File: config.mk
export PLATFORM = sky130hd
export DESIGN_NAME = mr_action_ctrl
export DESIGN_NICKNAME = d
export VERILOG_FILES = /design/src/rtl/mr_pkg.sv /design/src/rtl/mr_regs.sv /design/src/rtl/mr_compare.sv /design/src/rtl/mr_flags.sv /design/src/rtl/mr_action_ctrl.sv
export SDC_FILE = /design/constraint.sdc
export NUM_CORES = 1
export LEC_CHECK = 0
export ABC_AREA = 1
export BUFFER_PORTS_ARGS = -buffer_cell sky130_fd_sc_hd__clkbuf_2
export CORE_MARGIN = 2
export CORE_UTILIZATION = 35
export DETAILED_ROUTE_END_ITERATION = 10
export RECOVER_POWER = 25
export SLEW_MARGIN = 30
export SYNTH_ARGS = -nofsm -noshare
export SYNTH_HDL_FRONTEND = slang
export SYNTH_HIERARCHICAL = 1
export SYNTH_SLANG_ARGS = --single-unit
File: constraint.sdc
create_clock -name clk_i -period 1.4 [get_ports clk_i]
set_input_delay 0.07 -clock clk_i [delete_from_list [all_inputs] [get_ports clk_i]]
set_output_delay 0.07 -clock clk_i [all_outputs]
set_load 0.005 [all_outputs]
File: src/rtl/mr_pkg.sv
package mr_pkg;
  localparam int unsigned ACT_W = 3;

  typedef struct packed {
    logic halt;
    logic clr;
    logic irq_en;
  } act_t;
endpackage

File: src/rtl/mr_regs.sv
module mr_regs
  import mr_pkg::*;
#(
  parameter int unsigned N_MATCH = 4,
  parameter int unsigned TC_W    = 32,
  parameter int unsigned ADDR_W  = 3,
  parameter int unsigned DATA_W  = 32
) (
  input  logic                           clk_i,
  input  logic                           rst_ni,
  input  logic                           wr_en_i,
  input  logic [ADDR_W-1:0]              wr_addr_i,
  input  logic [DATA_W-1:0]              wr_data_i,
  output logic [N_MATCH-1:0][TC_W-1:0]   match_o,
  output act_t [N_MATCH-1:0]             act_o
);
  localparam int unsigned CTRL_W    = ACT_W * N_MATCH;
  localparam int unsigned CTRL_ADDR = N_MATCH;

  logic [CTRL_W-1:0] ctrl_q;

  always_ff @(posedge clk_i or negedge rst_ni) begin
    if (!rst_ni) ctrl_q <= '0;
    else if (wr_en_i && wr_addr_i == ADDR_W'(CTRL_ADDR)) ctrl_q <= wr_data_i[CTRL_W-1:0];
  end

  for (genvar k = 0; k < N_MATCH; k++) begin : g_mr
    always_ff @(posedge clk_i or negedge rst_ni) begin
      if (!rst_ni) match_o[k] <= '0;
      else if (wr_en_i && wr_addr_i == ADDR_W'(k)) match_o[k] <= wr_data_i[TC_W-1:0];
    end
    assign act_o[k] = act_t'(ctrl_q[ACT_W*k +: ACT_W]);

    AST_MATCH_HOLD: assert property (@(posedge clk_i) disable iff (!rst_ni)
      !(wr_en_i && wr_addr_i == ADDR_W'(k)) |=> $stable(match_o[k]));
  end
endmodule

File: src/rtl/mr_compare.sv
module mr_compare #(
  parameter int unsigned N_MATCH = 4,
  parameter int unsigned TC_W    = 32
) (
  input  logic                         clk_i,
  input  logic                         rst_ni,
  input  logic                         run_i,
  input  logic [TC_W-1:0]              tc_i,
  input  logic [N_MATCH-1:0][TC_W-1:0] match_i,
  output logic [N_MATCH-1:0]           hit_o
);
  for (genvar k = 0; k < N_MATCH; k++) begin : g_cmp
    assign hit_o[k] = run_i && (tc_i == match_i[k]);
  end

  AST_NO_HIT_IDLE: assert property (@(posedge clk_i) disable iff (!rst_ni)
    !run_i |-> hit_o == '0);
endmodule

File: src/rtl/mr_flags.sv
module mr_flags #(
  parameter int unsigned N_MATCH = 4
) (
  input  logic               clk_i,
  input  logic               rst_ni,
  input  logic [N_MATCH-1:0] hit_i,
  input  logic [N_MATCH-1:0] clr_i,
  output logic [N_MATCH-1:0] flag_o
);
  // a new hit overrides a simultaneous clear
  always_ff @(posedge clk_i or negedge rst_ni) begin
    if (!rst_ni) flag_o <= '0;
    else         flag_o <= (flag_o & ~clr_i) | hit_i;
  end

  for (genvar k = 0; k < N_MATCH; k++) begin : g_chk
    AST_FLAG_SET: assert property (@(posedge clk_i) disable iff (!rst_ni)
      hit_i[k] |=> flag_o[k]);
    AST_FLAG_STICKY: assert property (@(posedge clk_i) disable iff (!rst_ni)
      (flag_o[k] && !clr_i[k]) |=> flag_o[k]);
  end
endmodule

File: src/rtl/mr_action_ctrl.sv
module mr_action_ctrl
  import mr_pkg::*;
#(
  parameter int unsigned N_MATCH = 4,
  parameter int unsigned TC_W    = 32,
  parameter int unsigned ADDR_W  = 3,
  parameter int unsigned DATA_W  = 32
) (
  input  logic               clk_i,
  input  logic               rst_ni,
  input  logic               wr_en_i,
  input  logic [ADDR_W-1:0]  wr_addr_i,
  input  logic [DATA_W-1:0]  wr_data_i,
  input  logic               run_i,
  input  logic [TC_W-1:0]    tc_i,
  output logic               tc_clr_o,
  output logic               halt_o,
  output logic               irq_o,
  output logic [N_MATCH-1:0] flag_o
);
  localparam int unsigned CLR_ADDR = N_MATCH + 1;

  logic [N_MATCH-1:0][TC_W-1:0] match;
  act_t [N_MATCH-1:0]           act;
  logic [N_MATCH-1:0]           hit;
  logic [N_MATCH-1:0]           clr_hit, halt_hit, irq_mask, flag_clr;

  mr_regs #(.N_MATCH(N_MATCH), .TC_W(TC_W), .ADDR_W(ADDR_W), .DATA_W(DATA_W)) u_regs (
    .clk_i, .rst_ni, .wr_en_i, .wr_addr_i, .wr_data_i,
    .match_o(match), .act_o(act)
  );

  mr_compare #(.N_MATCH(N_MATCH), .TC_W(TC_W)) u_cmp (
    .clk_i, .rst_ni, .run_i, .tc_i, .match_i(match), .hit_o(hit)
  );

  assign flag_clr = (wr_en_i && wr_addr_i == ADDR_W'(CLR_ADDR)) ? wr_data_i[N_MATCH-1:0] : '0;

  mr_flags #(.N_MATCH(N_MATCH)) u_flags (
    .clk_i, .rst_ni, .hit_i(hit), .clr_i(flag_clr), .flag_o
  );

  for (genvar k = 0; k < N_MATCH; k++) begin : g_act
    assign clr_hit[k]  = hit[k] & act[k].clr;
    assign halt_hit[k] = hit[k] & act[k].halt;
    assign irq_mask[k] = act[k].irq_en;
  end

  // clear and halt both pass; the core lets halt decide the enable
  assign tc_clr_o = |clr_hit;
  assign halt_o   = |halt_hit;
  assign irq_o    = |(flag_o & irq_mask);

  AST_CLR_NEEDS_RUN: assert property (@(posedge clk_i) disable iff (!rst_ni)
    tc_clr_o |-> run_i);
  AST_HALT_NEEDS_RUN: assert property (@(posedge clk_i) disable iff (!rst_ni)
    halt_o |-> run_i);
  AST_IRQ_NEEDS_FLAG: assert property (@(posedge clk_i) disable iff (!rst_ni)
    irq_o |-> (flag_o != '0));
  AST_CLR_WRITE_DROPS: assert property (@(posedge clk_i) disable iff (!rst_ni)
    (!run_i && wr_en_i && wr_addr_i == ADDR_W'(CLR_ADDR) && wr_data_i[0]) |=> !flag_o[0]);
endmodule

==> impl_metrics.csv <==
group,metric,value,unit
global_route,antenna_found_initial,0,
detailed_routing,vias,7859,
timing,final.setup.tns,-4570,ps
timing,drv_slew,0,
critical_path,cp_max_fo,3,
detailed_routing,viasPerCell,4.84,
cts,htreeDepth,4,
hold_path,hold_path_end,"u_flags/flag_o[3]",
timing,slew_headroom,29.9,%
floorplanning,die_y,156,µm
detailed_routing,dr.pass1.iters,7,
cts,clockBufferDepth,2,
floorplanning,die_w,156,µm
hold_path,whs_path_depth,6,
floorplanning,num_rows,55,
synth,synth.distinct_cells,25,
timing,setup_viol,38,
cts,cts.sinks,144,
synth,synth-simple-area-share,40.3,%
layout,regArea,3600,µm²
synth,synth_area_per_cell,6.90,µm²
hold_path,hp-class,"in2reg",
layout,final_cells,1624,
pwr,p_leak,5.58,nW
critical_path,rr_endpoint,"u_flags/flag_o[2]",
global_route,grt_use_total,24.5,%
synth,syn_nets,1240,
placement,io_buffers,77,
placement,place.gp.congestion,0.940,
pwr,fin_total_pwr,13.1,mW
synth,synthAdderAreaFrac,0,%
placement,dp.cells,1555,
global_route,grt-ovfl-total,0,
placement,postPlaceCellArea,9110,µm²
run_status,violations,"negative setup slack",
synth,synthXorXnorAreaFrac,3.69,%
pwr,ir_drop,0.583,mV
timing,finClkSkew,4.65,ps
global_route,grt_pass1_wl,44700,µm
detailed_routing,drc,0,
cts,cts_inserted_buffers,17,
critical_path,regToRegSetupSlack,-150,ps
synth,syn_inst,1169,
floorplanning,die_area,24300,µm²
layout,multi_input_area,3870,µm²
floorplanning,coreArea,22600,µm²
synth,syn_area,8070,µm²
hold_path,hold_start,"wr_data_i[3]",
synth,ys_seq_area_share,44.7,%
global_route,grt_max_degree,39,
pwr,cellPowerDensity,1290,nW/µm²
synth,yosys_warnings,6,
critical_path,required,1330,ps
timing,grt_setup_unrepaired,"true",
critical_path,worst_ep_arrival_time,2050,ps
critical_path,worst-setup-path-type,"reg2out",
cts,clk_pin_slew,60,ps
timing,hold_violations,0,
synth,synth-seq-cells,144,
layout,diodes,0,
floorplanning,num_io_pins,78,
synth,synth_edf_count,0,
synth,synth_top_family_by_area,"simple AND/OR/NAND/NOR gates",
placement,dpl.hpwl,20400,µm
synth,synth-main-ff-cell,"dfrtp_1",
timing,tightest_slew,1050,ps
layout,area_delta_synth_final,26.5,%
layout,finalNetCount,1397,
layout,drive_gt1_share,20.3,%
detailed_routing,ant_nets,0,
critical_path,r2r_start,"u_regs/match_o[73]",
global_route,grt_pass1_vias,7752,
detailed_routing,drt_iter0_markers,650,
floorplanning,initial_core_util,35.6,%
layout,stdcell_area,10200,µm²
detailed_routing,drt-total-wl,28400,µm
timing,period_share,151,%
job,cap_violations,0,
critical_path,cp-start-kind,"register",
synth,synth_compound_area_share,2.11,%
cts,root_buffer,"clkbuf_16",
synth,muxShareOfSynthArea,0,%
cts,insertion_delay,420,ps
cts,tritoncts,"done",
critical_path,end_kind,"output port",
run_status,status,"finished, violations left",
layout,fin_util,45.0,%
timing,period_needed,2120,ps
layout,nFillCells,2360,
detailed_routing,wire_per_inst,17.5,µm
synth,synthArstFlopShare,100,%
timing,fmax,473,MHz
critical_path,rr_worst_depth,12,
timing,post-route-worst-setup-slack,-716,ps
-- worst max path at each step --
stage                     to  cells after the start                 from
floorplan           tc_clr_o                     11   u_regs/match_o[52]
global placement    tc_clr_o                     10  u_regs/match_o[112]
detailed placement  tc_clr_o                     16              tc_i[8]
CTS                   halt_o                     14   u_regs/match_o[44]
global route        tc_clr_o                     14   u_regs/match_o[73]
finish                halt_o                     12   u_regs/match_o[63]
-- critical path, stage by stage (launching register included) --
cell and delay (ps):
dfrtp_1 420, nand2_1 70, o21ai_1 60, or2_1 240, nor2_1 140, nand3_2 140
nor2_4 150, buf_6 110, nand2_1 40, nand2_1 70, inv_1 40, nand2_1 50
buf_2 100
-- kinds of logic after synthesis --
family	Yosys count
AND/OR/NAND/NOR	797
flip-flops	144
XOR/XNOR	34
buffers and inverters	163
AO/OA/AOI/OAI	31
-- through the flow --
| step | setup slack (ps) | hold slack, ps |
|---|---|---|
| 2_1_floorplan | 157 | -226 |
| 3_3_place_gp | -459 | 17.7 |
| 3_5_place_dp | -441 | 10.9 |
| 4_1_cts | -747 | 21.0 |
| 5_1_grt | -881 | 41.9 |
| 6_report | -716 | 34.3 |
-- cells in the mapped netlist (3+ instances only) --
cell type	n	area share [%]
a21oi_1	3	0.19
buf_2	19	1.2
buf_4	4	0.37
buf_6	12	1.7
clkbuf_1	4	0.19
dfrtp_1	144	45
inv_1	90	4.2
inv_2	34	1.6
nand2_1	594	28
nand2_2	4	0.31
nand3_1	117	7.3
nor2_1	64	3.0
nor2_4	4	0.56
nor3_1	3	0.19
nor3_2	4	0.50
o211ai_1	6	0.56
o21ai_0	7	0.43
o21ai_1	15	0.93
or2_0	3	0.23
xnor2_1	22	2.4
xor2_1	12	1.3
-- layer usage --
layer	up-vias	wire (µm)	track usage (%)
met4	0	736	8.43
li1	3866	-	-
met3	36	1710	3.67
met1	3671	13000	34.4
met2	286	12900	38.6
met5	-	0	0
-- power breakdown --
| part | total (mW) | switching, mW | internal, mW | leakage, nW |
|---|---|---|---|---|
| clock | 4.56 | 1.84 | 2.72 | 0.275 |
| sequential | 5.55 | 0.626 | 4.92 | 1.82 |
| combinational | 3.02 | 1.81 | 1.21 | 3.49 |
-- layout by cell type, fill, tap and decap left out, types with 7 or more instances in the layout --
master,n
nand2_1,578
dfrtp_1,144
nand3_1,112
inv_1,86
clkbuf_2,74
buf_4,55
nor2_1,47
inv_2,37
dlygate4sd3_1,31
nand2_2,20
xnor2_1,19
clkbuf_16,17
nor2_2,15
o21ai_1,13
xor2_1,12
buf_12,7
nor2_4,7
-- area by class of cell --
| cell class | count | area share, % |
|---|---|---|
| Inverter | 124 | 4.56 |
| Clock inverter | 12 | 1.31 |
| Multi-Input combinational cell | 862 | 37.9 |
| Sequential cell | 144 | 35.3 |
| Tap cell | 285 | 3.50 |
| Clock buffer | 20 | 4.48 |
| Timing Repair Buffer | 177 | 12.9 |
-- state kept, by name (all words and copies together), names as in the netlist --
signal          cells
u_flags/flag_o      4
u_regs/match_o    128
u_regs/act_o       12
-- what timing repair did --
item,4_1_cts,5_1_grt
pin swaps,17,34
hold buffers,31,0
resized for setup,28,40
buffers inserted,4,8
setup endpoints to repair,6,6
hold endpoints to repair,260,0
Note: power is estimated with default switching activity, not from simulation.
